File: src/rtl/irq_lvl_pkg.sv
package irq_lvl_pkg;
  localparam int LVL_W = 5;
  localparam int IDX_W = 6;
  localparam logic [LVL_W-1:0] LVL_OFF = '1;

  typedef struct packed {
    logic             vld;
    logic [LVL_W-1:0] lvl;
    logic [IDX_W-1:0] idx;
  } cand_t;

  // Right candidate wins only when strictly more urgent: ties keep the left (lower index).
  function automatic cand_t pick_cand(cand_t a, cand_t b);
    if (b.vld && (!a.vld || b.lvl < a.lvl)) return b;
    return a;
  endfunction
endpackage

File: src/rtl/irq_lvl_regs.sv
module irq_lvl_regs
  import irq_lvl_pkg::*;
#(
  parameter int NUM_SRC = 48,
  parameter int ADDR_W  = 6
) (
  input  logic              clk,
  input  logic              rst,
  input  logic              wr_en,
  input  logic [ADDR_W-1:0] wr_addr,
  input  logic [LVL_W-1:0]  wr_data,
  input  logic [ADDR_W-1:0] rd_addr,
  output logic [LVL_W-1:0]  rd_data,
  output logic [LVL_W-1:0]  lvl_o [NUM_SRC]
);
  for (genvar i = 0; i < NUM_SRC; i++) begin : g_reg
    always_ff @(posedge clk) begin
      if (rst) begin
        lvl_o[i] <= LVL_OFF;
      end else if (wr_en && wr_addr == ADDR_W'(i)) begin
        lvl_o[i] <= wr_data;
      end
    end
  end

  always_ff @(posedge clk) begin
    if (rst) begin
      rd_data <= '0;
    end else if (int'(rd_addr) < NUM_SRC) begin
      rd_data <= lvl_o[rd_addr];
    end else begin
      rd_data <= '0;
    end
  end
endmodule

File: src/rtl/irq_prio_tree.sv
module irq_prio_tree
  import irq_lvl_pkg::*;
#(
  parameter int NUM_SRC = 48
) (
  input  logic [NUM_SRC-1:0] req,
  input  logic [LVL_W-1:0]   lvl [NUM_SRC],
  output cand_t              best
);
  localparam int DEPTH  = $clog2(NUM_SRC);
  localparam int LEAVES = 1 << DEPTH;

  for (genvar s = 0; s <= DEPTH; s++) begin : g_stg
    localparam int W = LEAVES >> s;
    cand_t c [W];
    if (s == 0) begin : g_leaf
      for (genvar i = 0; i < W; i++) begin : g_in
        if (i < NUM_SRC) begin : g_real
          assign c[i] = '{vld: req[i] && (lvl[i] != LVL_OFF),
                          lvl: lvl[i], idx: IDX_W'(i)};
        end else begin : g_pad
          assign c[i] = '0;
        end
      end
    end else begin : g_red
      for (genvar j = 0; j < W; j++) begin : g_node
        assign c[j] = pick_cand(g_stg[s-1].c[2*j], g_stg[s-1].c[2*j+1]);
      end
    end
  end

  assign best = g_stg[DEPTH].c[0];
endmodule

File: src/rtl/irq_out_stage.sv
module irq_out_stage
  import irq_lvl_pkg::*;
#(
  parameter int VEC_BASE  = 16,
  parameter int NMI_LEVEL = 15,
  parameter int NMI_VEC   = 15
) (
  input  logic             clk,
  input  logic             rst,
  input  cand_t            best,
  input  logic             nmi_req,
  input  logic [LVL_W-1:0] cpu_mask,
  output logic             irq_req,
  output logic [LVL_W-1:0] irq_level,
  output logic [IDX_W-1:0] irq_vec
);
  logic             nx_req;
  logic [LVL_W-1:0] nx_lvl;
  logic [IDX_W-1:0] nx_vec;

  always_comb begin
    nx_req = 1'b0;
    nx_lvl = LVL_OFF;
    nx_vec = '0;
    if (nmi_req) begin
      nx_req = 1'b1;
      nx_lvl = LVL_W'(NMI_LEVEL);
      nx_vec = IDX_W'(NMI_VEC);
    end else if (best.vld && best.lvl < cpu_mask) begin
      nx_req = 1'b1;
      nx_lvl = best.lvl;
      nx_vec = IDX_W'(VEC_BASE) + best.idx;
    end
  end

  always_ff @(posedge clk) begin
    if (rst) begin
      irq_req   <= 1'b0;
      irq_level <= LVL_OFF;
      irq_vec   <= '0;
    end else begin
      irq_req   <= nx_req;
      irq_level <= nx_lvl;
      irq_vec   <= nx_vec;
    end
  end
endmodule

File: src/rtl/irq_level_ctrl.sv
module irq_level_ctrl
  import irq_lvl_pkg::*;
#(
  parameter int NUM_SRC   = 48,
  parameter int VEC_BASE  = 16,
  parameter int NMI_LEVEL = 15,
  parameter int NMI_VEC   = 15,
  localparam int ADDR_W   = $clog2(NUM_SRC)
) (
  input  logic               clk,
  input  logic               rst,
  input  logic [NUM_SRC-1:0] src_req,
  input  logic               nmi_req,
  input  logic [LVL_W-1:0]   cpu_mask,
  input  logic               wr_en,
  input  logic [ADDR_W-1:0]  wr_addr,
  input  logic [LVL_W-1:0]   wr_data,
  input  logic [ADDR_W-1:0]  rd_addr,
  output logic [LVL_W-1:0]   rd_data,
  output logic               irq_req,
  output logic [LVL_W-1:0]   irq_level,
  output logic [IDX_W-1:0]   irq_vec
);
  logic [LVL_W-1:0] lvl [NUM_SRC];
  cand_t            best;

  irq_lvl_regs #(.NUM_SRC(NUM_SRC), .ADDR_W(ADDR_W)) u_regs (
    .clk(clk), .rst(rst), .wr_en(wr_en), .wr_addr(wr_addr), .wr_data(wr_data),
    .rd_addr(rd_addr), .rd_data(rd_data), .lvl_o(lvl)
  );

  irq_prio_tree #(.NUM_SRC(NUM_SRC)) u_tree (
    .req(src_req), .lvl(lvl), .best(best)
  );

  irq_out_stage #(.VEC_BASE(VEC_BASE), .NMI_LEVEL(NMI_LEVEL), .NMI_VEC(NMI_VEC)) u_out (
    .clk(clk), .rst(rst), .best(best), .nmi_req(nmi_req), .cpu_mask(cpu_mask),
    .irq_req(irq_req), .irq_level(irq_level), .irq_vec(irq_vec)
  );
endmodule

File: config.mk
export PLATFORM = sky130hd
export DESIGN_NAME = irq_level_ctrl
export DESIGN_NICKNAME = d
export VERILOG_FILES = /design/src/rtl/irq_lvl_pkg.sv /design/src/rtl/irq_lvl_regs.sv /design/src/rtl/irq_prio_tree.sv /design/src/rtl/irq_out_stage.sv /design/src/rtl/irq_level_ctrl.sv
export SDC_FILE = /design/constraint.sdc
export NUM_CORES = 1
export LEC_CHECK = 0
export CORE_ASPECT_RATIO = 1.2
export CORE_UTILIZATION = 41
export DETAILED_ROUTE_END_ITERATION = 8
export DONT_BUFFER_PORTS = 1
export MAX_ROUTING_LAYER = met4
export SETUP_SLACK_MARGIN = 0.02
export SKIP_CTS_REPAIR_TIMING = 1
export SYNTH_ARGS = -nofsm -noshare
export SYNTH_HDL_FRONTEND = slang
export SYNTH_SLANG_ARGS = --single-unit
File: constraint.sdc
create_clock -name clk -period 12.1 [get_ports clk]
set_clock_uncertainty 0.2 [all_clocks]
set_input_delay 1.815 -clock clk [delete_from_list [all_inputs] [get_ports clk]]
set_output_delay 1.815 -clock clk [all_outputs]
set_load 0.03 [all_outputs]
# Word level (Yosys, flattened, before mapping)
# Cells that the tools add are included.
# word_totals
ramBits	0
output_inout_bits	17
regBits	257
mem_bits_ro	0
wordCells	594
memories	0
latch_bits	0
# op_classes
mux	150
n_reduce_logical	241
mul	0
magnitude_cmp	50
eq_ne	95
div	0
addsub	1
shifts	0
bitwise_logic	3
# op_table
cell	n
12-bit 2-to-1 mux	94
5-bit less-than comparator	48
5-bit != test (second input constant)	48
1-bit logical AND	144
6-bit by 5-bit == test with 1-bit output (second input constant)	16
6-bit == test (second input constant)	16
1-bit 2-to-1 mux	49
6-bit by 4-bit == test with 1-bit output (second input constant)	8
1-bit logical NOT	47
1-bit logical OR	47
5-bit binary-select mux with 6-bit select	1
6-bit by 3-bit == test with 1-bit output (second input constant)	4
5-bit 2-to-1 mux	4
6-bit by 2-bit == test with 1-bit output (second input constant)	2
4-bit 2-to-1 mux	2
7-bit >= comparator (second input constant)	1
6-bit NOT with 7-bit output	1
5-bit by 6-bit adder with 6-bit output (first input constant)	1
6-bit by 1-bit == test with 1-bit output (second input constant)	1
6-bit logical NOT	1
6-bit less-than comparator (second input constant)	1
3-bit OR reduction	1
1-bit NOT	2
2-bit OR reduction	1

# Longest topological paths before layout
# Gate-level depths: netlist (run 1).
# logic_depth
depth_word	36
depth_mapped	61
depth_no_buf	59

# Modules after synthesis
# A second synthesis (run 1) with hierarchy kept.
# unflattened
cells_unflattened	2596
area_unflattened_um2	22106.2
# modules_own_cells
module	area_each_um2	instances	cells_per_inst	seq_area_each_um2
irq_lvl_regs	11403.4	1	1067	4904.7
irq_prio_tree	10242.3	1	1482	0.0
irq_out_stage	460.4	1	47	240.2

# Least setup slack after synthesis (run 1)
# No wires, ideal clock.
# synth_path
kind	input to register
from	in src_req[26]
to	reg u_out.irq_level[1]
cell_stages	56
arrival_time_ns	12.417
setup_slack_ns	-0.653
setup_time_ns	0.136
cell_sequence	o21ai_0 > o21ai_1 > mux2i_1 > inv_1 > ha_1 > a21oi_1 > o21ai_0 > a21oi_1 > a21boi_1 > mux2i_1 > inv_1 > ha_1 > a21o_1 > a21o_1 > a21o_1 > nor2b_1 > or2_1 > o21ba_2 > [20 not listed] > mux2i_1 > ha_1 > a21o_1 > a21o_1 > a21oi_1 > a21oi_1 > a21boi_2 > a211oi_4 > and2b_1 > nor2_1 > ha_1 > a21o_1 > a21oi_1 > nor2b_1 > a2111o_1 > or3b_2 > o31ai_2 > o21ai_1
# synth_lines
element	line	text
start: declaration	irq_level_ctrl.sv:12	input logic [NUM_SRC-1:0] src_req,
end signal: assignment	irq_out_stage.sv:43	irq_level <= nx_lvl;
end: declaration	irq_out_stage.sv:14	output logic [LVL_W-1:0] irq_level,

==> implementation parameters, run 1 <==
Parameter                              Value

Drt
  Detailed router's first-iteration violation count ... 1,508
  Vias post-DR ... 20.6k
  Total Wirelength ... 73.6 mm
  Post-route DRC violation count ... 0
  First-pass detailed-route iteration total ... 5
  Routed Antenna Nets ... 0
  Post-detailed-route via-to-cell ratio ... 5.99
  Average routed wire per standard cell ... 21.5 um

Power
  Leakage dissipation ... 12.3 nW
  Power density of the placed cells ... 86.4 nW/um^2
  Power, Total ... 2.21 mW
  Peak supply drop ... 0.0912 mV

Yosys
  Cells after Synth ... 2,583
  Yosys top cell by area ... sky130_fd_sc_hd__dfxtp_1
  Synth Area in Adders ... 0.110
  Sequential element share of the synthesized area ... 0.236
  Area share of the leading cell type in the synthesized netlist ... 0.236
  Mux cell area share after synthesis ... 0.177
  Leading register cell type out of synthesis ... sky130_fd_sc_hd__dfxtp_1
  Summed instance area of the synthesized netlist ... 21,800 um^2
  Register bit total from synthesis ... 257
  Number of library cell types mapped by synthesis ... 86
  Most frequently used cell type in the post-synthesis netlist ... sky130_fd_sc_hd__nand2_1
  Cell types with the highest counts after synthesis ... sky130_fd_sc_hd__nand2_1, sky130_fd_sc_hd__dfxtp_1, sky130_fd_sc_hd__inv_1, sky130_fd_sc_hd__mux2i_1, sky130_fd_sc_hd__ha_1
  Count of warnings emitted by yosys ... 0
  Number of enable-type register cells in the synthesized netlist ... 0
  Largest family of logic cells by synthesized area ... simple AND/OR/NAND/NOR gates
  Synthesized-area fraction occupied by xor and xnor cells ... 0
  Simple-gate area share of the yosys netlist ... 0.236
  Synthesized-area fraction occupied by ao, oa, aoi and oai cells ... 0.180
  Top post-synthesis cells by area ... sky130_fd_sc_hd__dfxtp_1, sky130_fd_sc_hd__ha_1, sky130_fd_sc_hd__mux2i_1
  Synthesized Nets ... 2,849
  Syn avg cell area ... 8.44 um^2
  FFs w/ async S/R, synth ... 0

Setup path
  Nature of the critical path startpoint ... primary input
  Critical Path RT ... 12.32 ns
  Buffers & Inverters on Critical Path ... 5
  Critical path start-end classification ... in -> reg
  Cell type group with the largest total delay on the critical path ... compound AO/OA/AOI/OAI gates
  Slack of the worst reg-to-reg path ... 0.46 ns
  Critical path's slowest cell ... sky130_fd_sc_hd__or3b_4
  Capturing element type of the critical path ... flip-flop
  Critical path fanouts, max ... 6
  Crit-path max cell delay ... 0.42 ns
  Arrival time of data at the critical path endpoint ... 12.04 ns

Global routing
  Antenna violations before repair ... 3
  Via count of the first global-routing pass ... 20.0k
  GR Util All Layers ... 0.274
  Largest net degree at the start of global routing ... 248
  Total congestion overflow ... 0
  Global-route wire length before repair ... 112 mm

Layout
  Area added between synthesis and finish ... 17.5%
  Final non-filler cell total ... 3,432
  Final cell area excluding filler cells ... 25,600 um^2
  Layout Nets ... 2,965
  Fraction of final layout cells sized beyond drive strength 1 ... 0.187
  Finished Core Util ... 0.488

Floorplanning
  Die Width ... 212 um
  Initial standard-cell utilization of the core ... 0.415
  Floorplan die area ... 54,100 um^2
  Total number of placement rows ... 92
  Placeable core region ... 52,500 um^2
  Die span in y ... 255 um
  Number of ports placed on the die boundary ... 91

Placement
  Count of input and output buffers ... 0
  Instance count after placement with tap cells included ... 3,340
  Post-detailed-placement cell area ... 23,700 um^2
  Detailed Place HPWL ... 53.2 mm
  Final weighted congestion in routability-driven placement ... 1.01

STA
  Least-Margin Pin Slew ... 1.08 ns
  Period Utilization, post-route ... 0.977
  Relative slew margins ... 0.278
  Max-slew violation count ... 0
  Fin crit period ... 11.82 ns
  Hold Fails Final Rpt ... 0
  Highest attainable clock frequency ... 0.0846 GHz
  Number of setup violations in the final report ... 0

CTS
  Insertion delay to the later sink of the worst-skew pair ... 0.56 ns
  Clock tree sinks ... 257
  Total CTS buffers ... 34
  TritonCTS clock tree ... built
  Clock-pin slew on the worst setup and hold paths ... 0.06 ns
  Clock Root Buffer ... sky130_fd_sc_hd__clkbuf_16
  H-Tree Level Count ... 2
  CTS max path bufs ... 3

Worst hold path
  Classification of the worst-slack hold path ... reg -> reg

Run
  # Max-Cap Violations ... 0

Run status
  Result of the run ... finished clean
[metrics by stage]
stage / TNS, ns / worst slack, ns / hold slack, ns
after global routing: -1.11 / -0.155 / 0.332
final: 0 / 0.276 / 0.308
after CTS: 0 / 0.00317 / 0.305
after floorplan: 0 / 0.0285 / 0.271
after global placement: -1.62 / -0.254 / 0.295
after detailed placement: -4.81 / -0.541 / 0.297
[layer usage]
layer  share of wire  vias up  track usage
met5               0        -            -
met4           0.046        0        0.126
met1            0.41    10030        0.322
met2            0.48      656        0.460
met3           0.060      196       0.0413
li1                -     9686            -
[area by class of cell]
| cell class | instances | area [um^2] |
|---|---|---|
| fill | 5009 | 26900 |
| multi-input combinational | 1976 | 16000 |
| sequential | 257 | 5150 |
| timing repair buffer | 208 | 1590 |
| clock buffer | 44 | 960 |
| tap | 705 | 882 |
| inverter | 222 | 833 |
| clock inverter | 16 | 169 |
| antenna | 4 | 10.0 |
[cells in the final DEF, fill, tap and decap left out, types with 8 or more instances in the layout]
master / count
sky130_fd_sc_hd__o22ai_1: 9
sky130_fd_sc_hd__a311o_1: 16
sky130_fd_sc_hd__o211ai_1: 23
sky130_fd_sc_hd__o211a_1: 9
sky130_fd_sc_hd__mux2i_2: 26
sky130_fd_sc_hd__a211o_1: 77
sky130_fd_sc_hd__o21ai_2: 10
sky130_fd_sc_hd__a2111o_1: 11
sky130_fd_sc_hd__inv_1: 221
sky130_fd_sc_hd__nand2b_1: 40
sky130_fd_sc_hd__o21ai_1: 28
sky130_fd_sc_hd__and2_1: 19
sky130_fd_sc_hd__mux2i_4: 15
sky130_fd_sc_hd__a21oi_1: 89
sky130_fd_sc_hd__a21oi_2: 15
sky130_fd_sc_hd__a31oi_1: 26
sky130_fd_sc_hd__nor2b_1: 94
sky130_fd_sc_hd__nand3_1: 185
sky130_fd_sc_hd__o21a_1: 30
sky130_fd_sc_hd__nand2_1: 278
sky130_fd_sc_hd__buf_4: 201
sky130_fd_sc_hd__a21o_1: 31
sky130_fd_sc_hd__and3_1: 9
sky130_fd_sc_hd__clkinv_2: 8
sky130_fd_sc_hd__dfxtp_1: 256
sky130_fd_sc_hd__nor2_1: 77
sky130_fd_sc_hd__nand3b_1: 153
sky130_fd_sc_hd__mux4_2: 74
sky130_fd_sc_hd__o21ai_0: 61
sky130_fd_sc_hd__nand4_1: 42
sky130_fd_sc_hd__clkbuf_16: 35
sky130_fd_sc_hd__ha_4: 8
sky130_fd_sc_hd__mux2i_1: 161
sky130_fd_sc_hd__ha_1: 184
[worst min-delay path: stages, from the launching register on]
cell	delay (ns)
sky130_fd_sc_hd__dfxtp_1	0.33
sky130_fd_sc_hd__nand2_1	0.06
sky130_fd_sc_hd__nand3b_1	0.06
[kinds of logic (layout without fill, tap and decap cells)]
logic type               count (synthesis)  in the layout
AND/OR/NAND/NOR                        962            962
multiplexers                           289            289
buffers and inverters                  350            490
AO/OA/AOI/OAI                          533            533
adder cells (fa/ha/maj)                192            192
flip-flops                             257            257
other                                    0              4
[registers in the layout (all words and copies together) (netlist names)]
register,cells
u_out.irq_req,1
u_regs.lvl_o,240
u_out.irq_vec,6
u_regs.rd_data,5
u_out.irq_level,5
[report_power, final]
part | switching (mW) | leakage, nW | internal (mW)
Sequential | 0.0212 | 2.09 | 0.857
Combinational | 0.155 | 9.65 | 0.140
Clock | 0.416 | 0.551 | 0.624
Total | 0.592 | 12.3 | 1.62
[final timing paths]
kind / endpoint / start / cells after the start
worst min-delay path: u_regs.lvl_o[189] / u_regs.lvl_o[189] / 2
worst max register to register: u_out.irq_level[3] / u_regs.lvl_o[187] / 60
worst max-delay path: u_out.irq_level[3] / src_req[11] / 56
worst min register to register: u_regs.lvl_o[189] / u_regs.lvl_o[189] / 2
Note: power is estimated with default switching activity, not from simulation.
==> run 2, diff against run 1 <==
- CORE_UTILIZATION: 41 -> 44
- SKIP_CTS_REPAIR_TIMING: 1 -> default
==> implementation parameters, run 2 (synthesis gave the netlist of run 1 again) <==
Parameter                              Value

Worst hold path
  Classification of the worst-slack hold path ... reg -> reg (unchanged)
  Hold Startpoint ... u_regs.lvl_o[69] (was u_regs.lvl_o[189])
  Number of stages on the worst hold path ... 2 (unchanged)
  Worst-case hold path end point ... u_regs.lvl_o[69] (was u_regs.lvl_o[189])

STA
  Worst setup slack after layout ... 0.438 ns (was 0.276 ns)
  Least-Margin Pin Slew ... 1.07 ns (was 1.08 ns)
  Max-slew violation count ... 0 (unchanged)
  Number of setup violations in the final report ... 0 (unchanged)
  Relative slew margins ... 0.283 (was 0.278)
  WHS ... 0.308 ns (about the same)
  Hold Fails Final Rpt ... 0 (unchanged)
  Highest attainable clock frequency ... 0.0858 GHz (was 0.0846 GHz)
  Fin crit period ... 11.66 ns (was 11.82 ns)
  Period Utilization, post-route ... 0.964 (was 0.977)

CTS
  Clock-pin slew on the worst setup and hold paths ... 0.06 ns (about the same)
  Total CTS buffers ... 31 (was 34)
  H-Tree Level Count ... 1 (was 2)
  Clock tree sinks ... 257 (unchanged)
  TritonCTS clock tree ... built (unchanged)
  CTS max path bufs ... 3 (unchanged)
  Insertion delay to the later sink of the worst-skew pair ... 0.60 ns (was 0.56 ns)
  Clock Root Buffer ... sky130_fd_sc_hd__clkbuf_16 (unchanged)

Power
  Share of power burned in combinational logic ... 0.137 (was 0.133)
  Peak supply drop ... 0.104 mV (was 0.0912 mV)
  Leakage dissipation ... 12.6 nW (was 12.3 nW)
  Power density of the placed cells ... 85.1 nW/um^2 (was 86.4 nW/um^2)
  Sequential group share of total power ... 0.395 (was 0.397)
  Clock power frac ... 0.468 (was 0.470)
  Sw frac ... 0.261 (was 0.267)
  Int Pwr ... 1.64 mW (was 1.62 mW)
  Sw Pwr ... 581 uW (was 592 uW)

Layout
  Layout Nets ... 3,034 (was 2,965)
  Fraction of final layout cells sized beyond drive strength 1 ... 0.210 (was 0.187)
  Area added between synthesis and finish ... 19.7% (was 17.5%)
  Finished Core Util ... 0.539 (was 0.488)
  Biggest registers after layout ... u_regs.lvl_o x240, u_out.irq_vec x6 (unchanged)
  Max reg flops ... 240 (unchanged)
  Final cell area excluding filler cells ... 26,100 um^2 (was 25,600 um^2)
  Most flops, register ... u_regs.lvl_o (unchanged)
  Most common cell after layout, fill and taps aside ... sky130_fd_sc_hd__nand2_1 (unchanged)
  Most used cells in the layout excluding fill and tap cells ... sky130_fd_sc_hd__nand2_1, sky130_fd_sc_hd__buf_4, sky130_fd_sc_hd__dfxtp_1 (was sky130_fd_sc_hd__nand2_1, sky130_fd_sc_hd__dfxtp_1, sky130_fd_sc_hd__inv_1)

Setup path
  Arrival time of data at the critical path endpoint ... 11.93 ns (was 12.04 ns)
  Most used cell, CP ... sky130_fd_sc_hd__a21o_1
  Capturing element type of the critical path ... flip-flop (unchanged)
  Critical path start-end classification ... in -> reg (unchanged)
  Critical path's slowest cell ... sky130_fd_sc_hd__or3b_4 (unchanged)
  Critical Path RT ... 12.36 ns (was 12.32 ns)
  Endpoint of the most critical register-to-register path ... u_out.irq_level[1] (was u_out.irq_level[3])
  Slack of the worst reg-to-reg path ... 0.57 ns (was 0.46 ns)
  Nature of the critical path startpoint ... primary input (unchanged)
  Crit-path max cell delay ... 0.42 ns (about the same)
  Critical path fanouts, max ... 6 (unchanged)
  First element of the critical path ... src_req[10] (was src_req[11])
  Reg2reg path depth ... 55 (was 60)
  Critical register-to-register path startpoint ... u_regs.lvl_o[187] (unchanged)

Floorplanning
  Die Width ... 205 um (was 212 um)
  Number of ports placed on the die boundary ... 91 (unchanged)
  Initial standard-cell utilization of the core ... 0.450 (was 0.415)
  Placeable core region ... 48,400 um^2 (was 52,500 um^2)
  Total number of placement rows ... 88 (was 92)
  Floorplan die area ... 50,400 um^2 (was 54,100 um^2)
  Die span in y ... 246 um (was 255 um)

Global routing
  Antenna violations before repair ... 3 (unchanged)
  Via count of the first global-routing pass ... 20.1k (was 20.0k)
  Total congestion overflow ... 0 (unchanged)
  Largest net degree at the start of global routing ... 248 (unchanged)
  GR Util All Layers ... 0.296 (was 0.274)
  Global-route wire length before repair ... 113 mm (was 112 mm)

Drt
  Vias post-DR ... 20.7k (was 20.6k)
  Average routed wire per standard cell ... 21.8 um (was 21.5 um)
  Post-route DRC violation count ... 0 (unchanged)
  Total Wirelength ... 74.6 mm (was 73.6 mm)
  Detailed router's first-iteration violation count ... 1,342 (was 1,508)
  Post-detailed-route via-to-cell ratio ... 6.06 (was 5.99)
  First-pass detailed-route iteration total ... 5 (unchanged)
  Routed Antenna Nets ... 0 (unchanged)

Placement
  Final weighted congestion in routability-driven placement ... 0.983 (was 1.01)
  Worst-case setup slack after placement ... -0.707 ns (was -0.541 ns)
  Count of input and output buffers ... 0 (unchanged)
  Post-detailed-placement cell area ... 24,000 um^2 (was 23,700 um^2)
  Detailed Place HPWL ... 54.3 mm (was 53.2 mm)

Run status
  Result of the run ... finished clean (unchanged)

Run
  # Max-Cap Violations ... 0 (unchanged)
[run 2: cell types whose count changed in the layout (fill, tap and decap cells not counted), moves of 3 or more]
cell,before,now
sky130_fd_sc_hd__buf_4,201,275
sky130_fd_sc_hd__bufinv_16,3,7
sky130_fd_sc_hd__clkbuf_16,35,31
sky130_fd_sc_hd__clkinv_2,8,4
sky130_fd_sc_hd__dfxtp_1,256,252
sky130_fd_sc_hd__dfxtp_2,1,5
sky130_fd_sc_hd__o21ai_0,61,57
sky130_fd_sc_hd__o21ai_1,28,32
sky130_fd_sc_hd__inv_1,221,218
sky130_fd_sc_hd__inv_2,1,4
[run 2: repair_timing]
item	CTS	global route
pin swaps	4	55
hold buffers	0	0
resized for setup	9	133
endpoints found under the setup margin	6	12
setup buffers	6	41
[run 2: worst max-delay path: cells and delay by family]
kind	cells	cell delay, ns
multiplexers	5	1.44
adder cells (fa/ha/maj)	6	1.56
AO/OA/AOI/OAI	26	5.01
AND/OR/NAND/NOR	10	1.69
buffers and inverters	4	0.40
[run 2: routing by layer]
layer  routed length (um)  share of wire  vias up  global-route usage
li1                     -              -     9822                   -
met1                30700           0.41    10157               0.351
met2                37400           0.50      617               0.520
met3                 3990          0.053      152              0.0286
met4                 2530          0.034        0               0.101
met5                    0              0        -                   -
[run 2: worst max-delay path by stage]
| stage | endpoint | slack (ns) | cells past startpoint |
|---|---|---|---|
| after global routing | u_out.irq_level[1] | -0.07 | 55 |
| after CTS | u_out.irq_level[1] | 0.05 | 53 |
| final | u_out.irq_level[1] | 0.44 | 51 |
| after global placement | u_out.irq_level[1] | -0.30 | 55 |
| after detailed placement | u_out.irq_level[1] | -0.71 | 55 |
| after floorplan | u_out.irq_level[1] | 0.03 | 56 |
[run 2: area by class of cell]
type	count	area, um^2
multi-input cells	1976	16100
clock buffers	38	832
inverters	222	833
flip-flops and latches	257	5150
clock inverters	17	280
fillers	4471	22400
well taps	630	788
repair buffers	280	2120
diodes	4	10.0
[run 2: power by group through the flow]
stage               clock network, mW  logic (mW)  registers [mW]
global placement                    0       0.265           0.896
finish                           1.04       0.304           0.878
floorplan                           0       0.219           0.891
global route                     1.09       0.326           0.879
detailed placement                  0       0.269           0.896
CTS                              1.06       0.273           0.878
[run 2: metrics by stage]
step | std cells | power (mW) | TNS, ns
2_1_floorplan | 2583 | 1.11 | 0
3_3_place_gp | 3318 | 1.16 | -2.39
3_5_place_dp | 3318 | 1.17 | -7.02
4_1_cts | 3379 | 2.21 | 0
5_1_grt | 3423 | 2.30 | -0.276
6_report | 3424 | 2.22 | 0
